--- src/rtl/ecp_tag_pkg.sv ---
package ecp_tag_pkg;
   localparam int BYTE_W = 8;

   typedef enum logic {
      HA_CMD  = 1'b0,
      HA_DATA = 1'b1
   } hostack_e;

   typedef struct packed {
      hostack_e          ha;
      logic [BYTE_W-1:0] b;
   } tag_entry_t;
endpackage

--- src/rtl/ecp_tag_fifo.sv ---
module ecp_tag_fifo
   import ecp_tag_pkg::*;
#(
   parameter int DEPTH = 4
) (
   input  logic       clk,
   input  logic       rst,
   input  logic       push,
   input  tag_entry_t push_entry,
   input  logic       pop,
   output tag_entry_t head,
   output logic       not_empty,
   output logic       has_space
);
   generate
      if (DEPTH < 1) begin : g_bad_depth
         $error("ecp_tag_fifo: DEPTH must be at least 1");
      end

      if (DEPTH == 1) begin : g_single
         tag_entry_t slot;
         logic       full;

         always_ff @(posedge clk) begin
            if (rst) begin
               full <= 1'b0;
            end else if (push) begin
               full <= 1'b1;
            end else if (pop) begin
               full <= 1'b0;
            end
         end

         always_ff @(posedge clk) begin
            if (push) slot <= push_entry;
         end

         assign head      = slot;
         assign not_empty = full;
         assign has_space = !full;
      end else begin : g_ring
         localparam int AW = $clog2(DEPTH);
         localparam int CW = $clog2(DEPTH + 1);
         localparam logic [AW-1:0] LAST = AW'(DEPTH - 1);
         localparam logic [CW-1:0] FULL = CW'(DEPTH);

         tag_entry_t      mem [DEPTH];
         logic [AW-1:0]   wr_ptr;
         logic [AW-1:0]   rd_ptr;
         logic [CW-1:0]   fill;

         always_ff @(posedge clk) begin
            if (rst) begin
               wr_ptr <= '0;
               rd_ptr <= '0;
               fill   <= '0;
            end else begin
               if (push) wr_ptr <= (wr_ptr == LAST) ? '0 : wr_ptr + 1'b1;
               if (pop)  rd_ptr <= (rd_ptr == LAST) ? '0 : rd_ptr + 1'b1;
               case ({push, pop})
                  2'b10:   fill <= fill + 1'b1;
                  2'b01:   fill <= fill - 1'b1;
                  default: fill <= fill;
               endcase
            end
         end

         always_ff @(posedge clk) begin
            if (push) mem[wr_ptr] <= push_entry;
         end

         assign head      = mem[rd_ptr];
         assign not_empty = (fill != '0);
         assign has_space = (fill != FULL);
      end
   endgenerate
endmodule

--- src/rtl/ecp_tag_arb.sv ---
module ecp_tag_arb
   import ecp_tag_pkg::*;
(
   input  logic              clk,
   input  logic              rst,
   input  logic              has_space,
   input  logic              cmd_valid,
   input  logic [BYTE_W-1:0] cmd_byte,
   input  logic              dat_valid,
   input  logic [BYTE_W-1:0] dat_byte,
   output logic              cmd_ready,
   output logic              dat_ready,
   output logic              push,
   output tag_entry_t        push_entry
);
   logic count_lock;
   logic take_cmd;
   logic take_dat;

   assign cmd_ready = has_space && !count_lock;
   assign take_cmd  = cmd_valid && cmd_ready;
   assign dat_ready = has_space && !take_cmd;
   assign take_dat  = dat_valid && dat_ready;
   assign push      = take_cmd || take_dat;

   always_comb begin
      if (take_cmd) begin
         push_entry.ha = HA_CMD;
         push_entry.b  = cmd_byte;
      end else begin
         push_entry.ha = HA_DATA;
         push_entry.b  = dat_byte;
      end
   end

   always_ff @(posedge clk) begin
      if (rst) begin
         count_lock <= 1'b0;
      end else if (take_cmd && !cmd_byte[BYTE_W-1]) begin
         count_lock <= 1'b1;
      end else if (take_dat) begin
         count_lock <= 1'b0;
      end
   end
endmodule

--- src/rtl/ecp_fwd_tagger.sv ---
module ecp_fwd_tagger
   import ecp_tag_pkg::*;
#(
   parameter int DEPTH = 4
) (
   input  logic       clk,
   input  logic       rst,
   input  logic       cmd_valid,
   output logic       cmd_ready,
   input  logic [7:0] cmd_byte,
   input  logic       dat_valid,
   output logic       dat_ready,
   input  logic [7:0] dat_byte,
   output logic       out_valid,
   input  logic       out_ready,
   output logic [7:0] out_byte,
   output logic       out_hostack
);
   generate
      if (BYTE_W != 8) begin : g_bad_width
         $error("ecp_fwd_tagger: byte width must be 8");
      end
   endgenerate

   logic       has_space;
   logic       push;
   logic       pop;
   tag_entry_t push_entry;
   tag_entry_t head;

   ecp_tag_arb u_arb (
      .clk        (clk),
      .rst        (rst),
      .has_space  (has_space),
      .cmd_valid  (cmd_valid),
      .cmd_byte   (cmd_byte),
      .dat_valid  (dat_valid),
      .dat_byte   (dat_byte),
      .cmd_ready  (cmd_ready),
      .dat_ready  (dat_ready),
      .push       (push),
      .push_entry (push_entry)
   );

   assign pop = out_valid && out_ready;

   ecp_tag_fifo #(.DEPTH(DEPTH)) u_store (
      .clk        (clk),
      .rst        (rst),
      .push       (push),
      .push_entry (push_entry),
      .pop        (pop),
      .head       (head),
      .not_empty  (out_valid),
      .has_space  (has_space)
   );

   assign out_byte    = head.b;
   assign out_hostack = head.ha;
endmodule

--- config.mk ---
export PLATFORM = sky130hd
export DESIGN_NAME = ecp_fwd_tagger
export DESIGN_NICKNAME = d
export VERILOG_FILES = /design/src/rtl/ecp_tag_pkg.sv /design/src/rtl/ecp_tag_fifo.sv /design/src/rtl/ecp_tag_arb.sv /design/src/rtl/ecp_fwd_tagger.sv
export SDC_FILE = /design/constraint.sdc
export NUM_CORES = 1
export LEC_CHECK = 0
export BUFFER_PORTS_ARGS = -buffer_cell sky130_fd_sc_hd__buf_2
export CORE_MARGIN = 3
export CORE_UTILIZATION = 30
export CTS_CLUSTER_SIZE = 16
export DETAILED_ROUTE_END_ITERATION = 8
export PLACE_DENSITY = 0.53
export SYNTH_ARGS = -nofsm -noshare
export SYNTH_HDL_FRONTEND = slang
export SYNTH_SLANG_ARGS = --single-unit
--- constraint.sdc ---
create_clock -name clk -period 4.5 [get_ports clk]
set_input_delay 0.225 -clock clk [delete_from_list [all_inputs] [get_ports clk]]
set_output_delay 0.225 -clock clk [all_outputs]
set_load 0.005 [all_outputs]
==> impl_metrics.py, run 1 <==
metrics = {
    "cells_and_area": {
        "finalNonFillerCells": 229,
        "antenna_cells": 0,
        "drive_gt1_share_pct": 40.9,
        "synthToLayoutAreaGrowth_pct": 18.5,
        "finalNetCount": 181,
        "final_core_util_pct": 38.1,
        "finalInstanceArea_um2": 2350,
        "fillers": 572,
    },
    "clock_tree": {
        "clockBufferDepth": 2,
        "post_cts_buffers": 0,
        "path_clk_slew_ns": 0.08,
        "cts.sink_count": 46,
        "cts_resized": 0,
        "cts_tree": "yes",
        "cts_root_buf": "clkbuf_8",
        "cts_hold_buf": 0,
        "cts_made_buffers": 5,
        "htree_levels": 2,
        "clock_latency_ns": 0.30,
    },
    "timing": {
        "timing.slew.headroom_pct": 56.1,
        "slew_viol_final": 0,
        "period_share_pct": 55.2,
        "clock.fmax_mhz": 403,
        "fin_ws_ns": 2.02,
        "setup_viol": 0,
        "fin_crit_ns": 2.48,
        "setup-tns-final_ns": 0,
        "rsz0062_at_grt": "no",
        "worst_slew_pin_slew_ns": 0.657,
        "whs_ns": 0.157,
        "hold_viol_final": 0,
        "skew_ns": 0.0108,
    },
    "worst_setup_path": {
        "start_kind": "register",
        "r2r-start": "u_store.g_ring.fill[2]",
        "critical_path_buf_inv_count": 2,
        "end_kind": "register",
        "cp.required_ns": 4.73,
        "critPathKind": "register to register",
        "crit_chain": "or3b_4, o21a_1, inv_1, ha_1, inv_1, fa_1, xor2_1, or3_2, a21oi_1",
        "path_delay_family": "simple AND/OR/NAND/NOR gates",
        "worstSetupPathDepth": 9,
        "rrSetupSlack_ns": 2.02,
        "arrival_ns": 2.71,
        "worst_path_max_delay_cell": "or3b_4",
        "rr_worst_depth": 9,
        "crit_fanout": 7,
        "rr_endpoint": "u_store.g_ring.fill[2]",
        "cpMostUsedCell": "inv_1",
        "cpPeakStageDelay_ns": 0.43,
    },
    "place": {
        "port_buffers": 32,
        "hpwl_um": 2490,
        "pre_cts_ws_ns": 2.02,
        "placed_cell_area_um2": 2210,
        "gp_congestion": 0.763,
        "dp.cells": 221,
    },
    "pwr": {
        "ir_drop_v": 0.000238,
        "intPower_mw": 0.985,
        "p_per_area_nw_per_um2": 578,
        "p_leak_nw": 0.904,
        "clockPowerShare_pct": 26.4,
        "combPwrFrac_pct": 27.2,
        "power_switching_mw": 0.375,
        "sw_frac_of_total_pct": 27.6,
        "power_mw": 1.36,
        "p_seq_share_pct": 46.4,
    },
    "global_route": {
        "antenna_found_initial": 0,
        "grt_pass1_vias": 1133,
        "track_usage_pct": 10.2,
        "grt_max_degree": 16,
        "grt_pass1_wl_um": 5700,
        "overflow": 0,
    },
    "logic_synthesis": {
        "yosysUniqueCellTypes": 31,
        "synthCells": 118,
        "yosys_most_used_dff": "edfxtp_1",
        "async_flop_share_pct": 0,
        "yosys.area.top_type": "edfxtp_1",
        "synth-seq-area-share_pct": 64.6,
        "synthTopCellsByArea": "edfxtp_1 55%, mux4_2 10%, dfxtp_1 10%",
        "yosysWarnings": 0,
        "synth_edf_count": 36,
        "ys_ff_latch": 46,
        "synth.avg_cell_area_um2": 16.8,
        "syn_area_um2": 1980,
        "syn-num-nets": 146,
        "synth_top_area_share_pct": 54.5,
    },
    "worst_hold_path": {
        "hold_depth": 2,
        "whs_endpoint": "u_arb.count_lock",
        "hold_path.class": "input pin to register",
        "min-delay-start": "dat_valid",
    },
    "floorplan": {
        "initial_core_util_pct": 32.2,
        "design.die.area_um2": 7620,
        "chipHeight_um": 87.3,
        "rows": 28,
        "fp.dieW_um": 87.3,
        "pin_count": 33,
        "core_um2": 6170,
    },
    "flow_run": {
        "cap_violations": 0,
    },
    "detailed_routing": {
        "route.vias.total": 1077,
        "drc": 0,
        "first_pass_iters": 4,
        "first_iter_violations": 44,
        "via_per_inst": 4.70,
        "avgRoutedWirePerCell_um": 15.6,
        "postRouteWirelength_um": 3570,
        "detail-route-antenna-nets": 0,
    },
    "outcome": {
        "status": "complete, no violations",
    },
}
==> state kept, by name, indices dropped and copies added, names as in the netlist, named ones only <==
name / cells
u_store.g_ring.mem: 36
u_store.g_ring.fill: 3
u_store.g_ring.rd_ptr: 2
u_store.g_ring.wr_ptr: 2
u_arb.count_lock: 1
==> how the worst max path moves through the flow <==
stage	startpoint	to
2_1_floorplan	u_store.g_ring.fill[2]	u_store.g_ring.fill[2]
3_3_place_gp	u_store.g_ring.fill[2]	u_store.g_ring.fill[2]
3_5_place_dp	u_store.g_ring.fill[2]	u_store.g_ring.fill[2]
4_1_cts	u_store.g_ring.fill[2]	u_store.g_ring.fill[2]
5_1_grt	u_store.g_ring.fill[2]	u_store.g_ring.fill[2]
6_report	u_store.g_ring.fill[2]	u_store.g_ring.fill[2]
==> kinds of logic after synthesis <==
family / after synthesis / synth area share (%)
AO/OA/AOI/OAI: 8 / 2.52
buffers and inverters: 13 / 2.90
adder cells (fa/ha/maj): 7 / 4.79
multiplexers: 20 / 17.9
flip-flops: 46 / 64.6
AND/OR/NAND/NOR: 22 / 6.44
XOR/XNOR: 2 / 0.883
==> power by group through the flow <==
stage | clock network (mW) | logic [mW] | registers, mW
final | 0.359 | 0.370 | 0.631
after global routing | 0.387 | 0.413 | 0.646
after CTS | 0.366 | 0.381 | 0.635
after detailed placement | 0 | 0.378 | 0.645
after global placement | 0 | 0.363 | 0.635
after floorplan | 0 | 0.276 | 0.607
==> Yosys cell counts (2+ instances only) <==
library cell / count
dfxtp_1: 10
inv_1: 9
mux2i_1: 2
a21oi_1: 3
nand2b_1: 2
or3_2: 2
edfxtp_1: 36
ha_1: 6
nor2_1: 7
xor2_1: 2
mux4_2: 9
and2_1: 4
mux2_4: 8
==> layout by cell type (no fill, tap or decap), drive strengths merged, types with 2 or more instances in the layout <==
cell,instances
a21oi,3
and2,5
buf,32
bufinv,2
clkbuf,5
dfxtp,10
edfxtp,36
ha,6
inv,9
mux2,9
mux2i,2
mux4,9
nand2b,2
nor2,7
or3,3
xor2,2
==> worst register-to-register path, cell delays in order, from the launching register on <==
cell and delay (ns):
dfxtp_1 0.41, or3b_4 0.43, o21a_1 0.20, inv_1 0.09, ha_1 0.18, inv_1 0.06, fa_1 0.37, xor2_1 0.16
or3_2 0.41, a21oi_1 0.14
==> final cells by class <==
type | instances | area [um^2] | area share (%)
Tap cell | 75 | 93.8 | 3.99
Clock buffer | 5 | 68.8 | 2.93
Sequential cell | 46 | 1280 | 54.5
Multi-Input combinational cell | 59 | 644 | 27.4
Timing Repair Buffer | 32 | 160 | 6.81
Clock inverter | 3 | 68.8 | 2.93
Inverter | 9 | 33.8 | 1.44
==> metal layers <==
layer	global-route usage, %	up-vias	wire, um
met5	0	-	0
met4	4.74	0	48
met3	2.37	5	169
met2	17.2	27	1840
met1	12.3	536	1500
li1	-	509	-
Power figures use the tool's default switching activity.
==> inputs of run 2 (changes only) <==
Settings changed: PLACE_DENSITY 0.53 to 0.55.
Clock period 4.5 ns to 2.1 ns, I/O delays scaled along.
==> impl_metrics.py, run 2 (synthesis results as in run 1) <==
metrics = {
    "outcome": {
        "status": "complete, no violations",
    },
    "clock_tree": {
        "clock_latency_ns": 0.29,
        "cts.sink_count": 46,
        "cts_root_buf": "clkbuf_8",
        "clockBufferDepth": 2,
        "cts_hold_buf": 0,
        "cts_tree": "yes",
        "htree_levels": 2,
        "path_clk_slew_ns": 0.08,
        "cts_made_buffers": 5,
    },
    "worst_setup_path": {
        "start_kind": "register",
        "cp.required_ns": 2.32,
        "end_kind": "register",
        "crit_fanout": 2,
        "arrival_ns": 2.30,
        "critPathKind": "register to register",
        "rr_worst_depth": 9,
    },
    "pwr": {
        "p_per_area_nw_per_um2": 1240,
        "combPwrFrac_pct": 32.0,
        "p_leak_nw": 0.938,
        "clockPowerShare_pct": 24.9,
        "power_switching_mw": 0.823,
        "p_seq_share_pct": 43.1,
        "ir_drop_v": 0.000649,
        "sw_frac_of_total_pct": 27.2,
        "intPower_mw": 2.20,
    },
    "place": {
        "gp_congestion": 0.709,
        "placed_cell_area_um2": 2290,
        "dp.cells": 227,
        "hpwl_um": 2600,
        "port_buffers": 32,
    },
    "cells_and_area": {
        "finalNonFillerCells": 236,
        "finalInstanceArea_um2": 2430,
        "regMostFlops": "u_store.g_ring.mem",
        "finalNetCount": 188,
        "final_common_cell": "edfxtp_1",
        "reg.largest.list": "u_store.g_ring.mem: 36 flops, u_store.g_ring.fill: 3 flops",
        "fillers": 581,
        "drive_gt1_share_pct": 48.4,
        "synthToLayoutAreaGrowth_pct": 22.6,
        "layout.cells.most_common_list": "36 x edfxtp_1, 32 x buf_2, 9 x mux4_2, 8 x mux2_4",
        "antenna_cells": 0,
        "largest_reg_flops": 36,
    },
    "floorplan": {
        "initial_core_util_pct": 32.2,
        "rows": 28,
        "fp.dieW_um": 87.3,
        "design.die.area_um2": 7620,
        "chipHeight_um": 87.3,
        "pin_count": 33,
        "core_um2": 6170,
    },
    "detailed_routing": {
        "first_iter_violations": 60,
        "route.vias.total": 1104,
        "postRouteWirelength_um": 3700,
        "drc": 0,
        "detail-route-antenna-nets": 0,
        "first_pass_iters": 4,
        "via_per_inst": 4.68,
        "avgRoutedWirePerCell_um": 15.7,
    },
    "timing": {
        "fin_crit_ns": 2.08,
        "hold_viol_final": 0,
        "setup_viol": 0,
        "period_share_pct": 98.9,
        "clock.fmax_mhz": 482,
        "skew_ns": 0.00689,
        "timing.slew.headroom_pct": 64.8,
        "slew_viol_final": 0,
        "rsz0062_at_grt": "yes",
        "worst_slew_pin_slew_ns": 0.528,
    },
    "global_route": {
        "overflow": 0,
        "antenna_found_initial": 0,
        "grt_pass1_vias": 1245,
        "grt_pass1_wl_um": 5950,
        "track_usage_pct": 10.5,
        "grt_max_degree": 15,
    },
    "worst_hold_path": {
        "hold_path.class": "input pin to register",
        "hold_depth": 2,
    },
    "flow_run": {
        "cap_violations": 0,
    },
}
run 2: cell types whose count changed in the layout (fill, tap and decap cells not counted), moves of 2 or more:
cell,before,now
buf_4,0,7
dfxtp_2,0,3
dfxtp_1,10,7
inv_2,0,2
inv_1,9,7
run 2: critical path, cell delays in order (launching register included):
cell	delay [ns]
dfxtp_2	0.34
or3b_4	0.38
o21a_4	0.13
inv_2	0.06
ha_4	0.13
inv_2	0.04
fa_2	0.34
xor2_1	0.16
or3_4	0.33
a21oi_2	0.11
run 2: final timing paths:
path                                 end  slack [ns]                startpoint
setup / recovery  u_store.g_ring.fill[2]        0.02    u_store.g_ring.fill[2]
hold / removal          u_arb.count_lock        0.05                 dat_valid
setup reg to reg  u_store.g_ring.fill[2]        0.02    u_store.g_ring.fill[2]
hold reg to reg                 register        0.50  u_store.g_ring.rd_ptr[0]
run 2: metrics by stage:
stage                     TNS [ns]  power [mW]  hold slack, ns  worst slack, ns  utilization [%]
after floorplan                  0        1.93           0.221           0.0172                -
after global placement           0        2.24           0.344           0.0421             37.1
after CTS                        0        3.07          0.0421           0.0181             39.4
final                            0        3.02          0.0459           0.0237             39.4
after global routing       -0.0480        3.21          0.0656          -0.0480             39.4
after detailed placement   -0.0160        2.31           0.352          -0.0160             37.1
run 2: layout make-up:
type / count / area (um^2) / share of cell area [%]
repair buffers: 39 / 213 / 8.74
multi-input cells: 59 / 674 / 27.7
clock buffers: 5 / 68.8 / 2.83
clock inverters: 3 / 63.8 / 2.62
well taps: 75 / 93.8 / 3.86
flip-flops and latches: 46 / 1280 / 52.8
inverters: 9 / 33.8 / 1.39
run 2: timing repair:
action,CTS,global route
setup endpoints to repair,1,1
pin swaps,2,0
setup buffers,1,0
resized for setup,2,0
run 2: power by group through the flow:
stage                     registers [mW]  clock network [mW]  logic, mW
after global routing                1.32               0.801       1.08
after detailed placement            1.33                   0      0.979
after floorplan                     1.30                   0      0.628
after CTS                           1.31               0.769      0.994
after global placement              1.31                   0      0.929
final                               1.30               0.752      0.966
run 2: layer usage:
metal	share of wire [%]	global-route usage, %	vias to the layer above
li1	-	-	523
met1	40	11.8	541
met2	53	18.8	36
met3	6.1	3.31	4
met4	0.57	3.21	0
met5	0	0	-
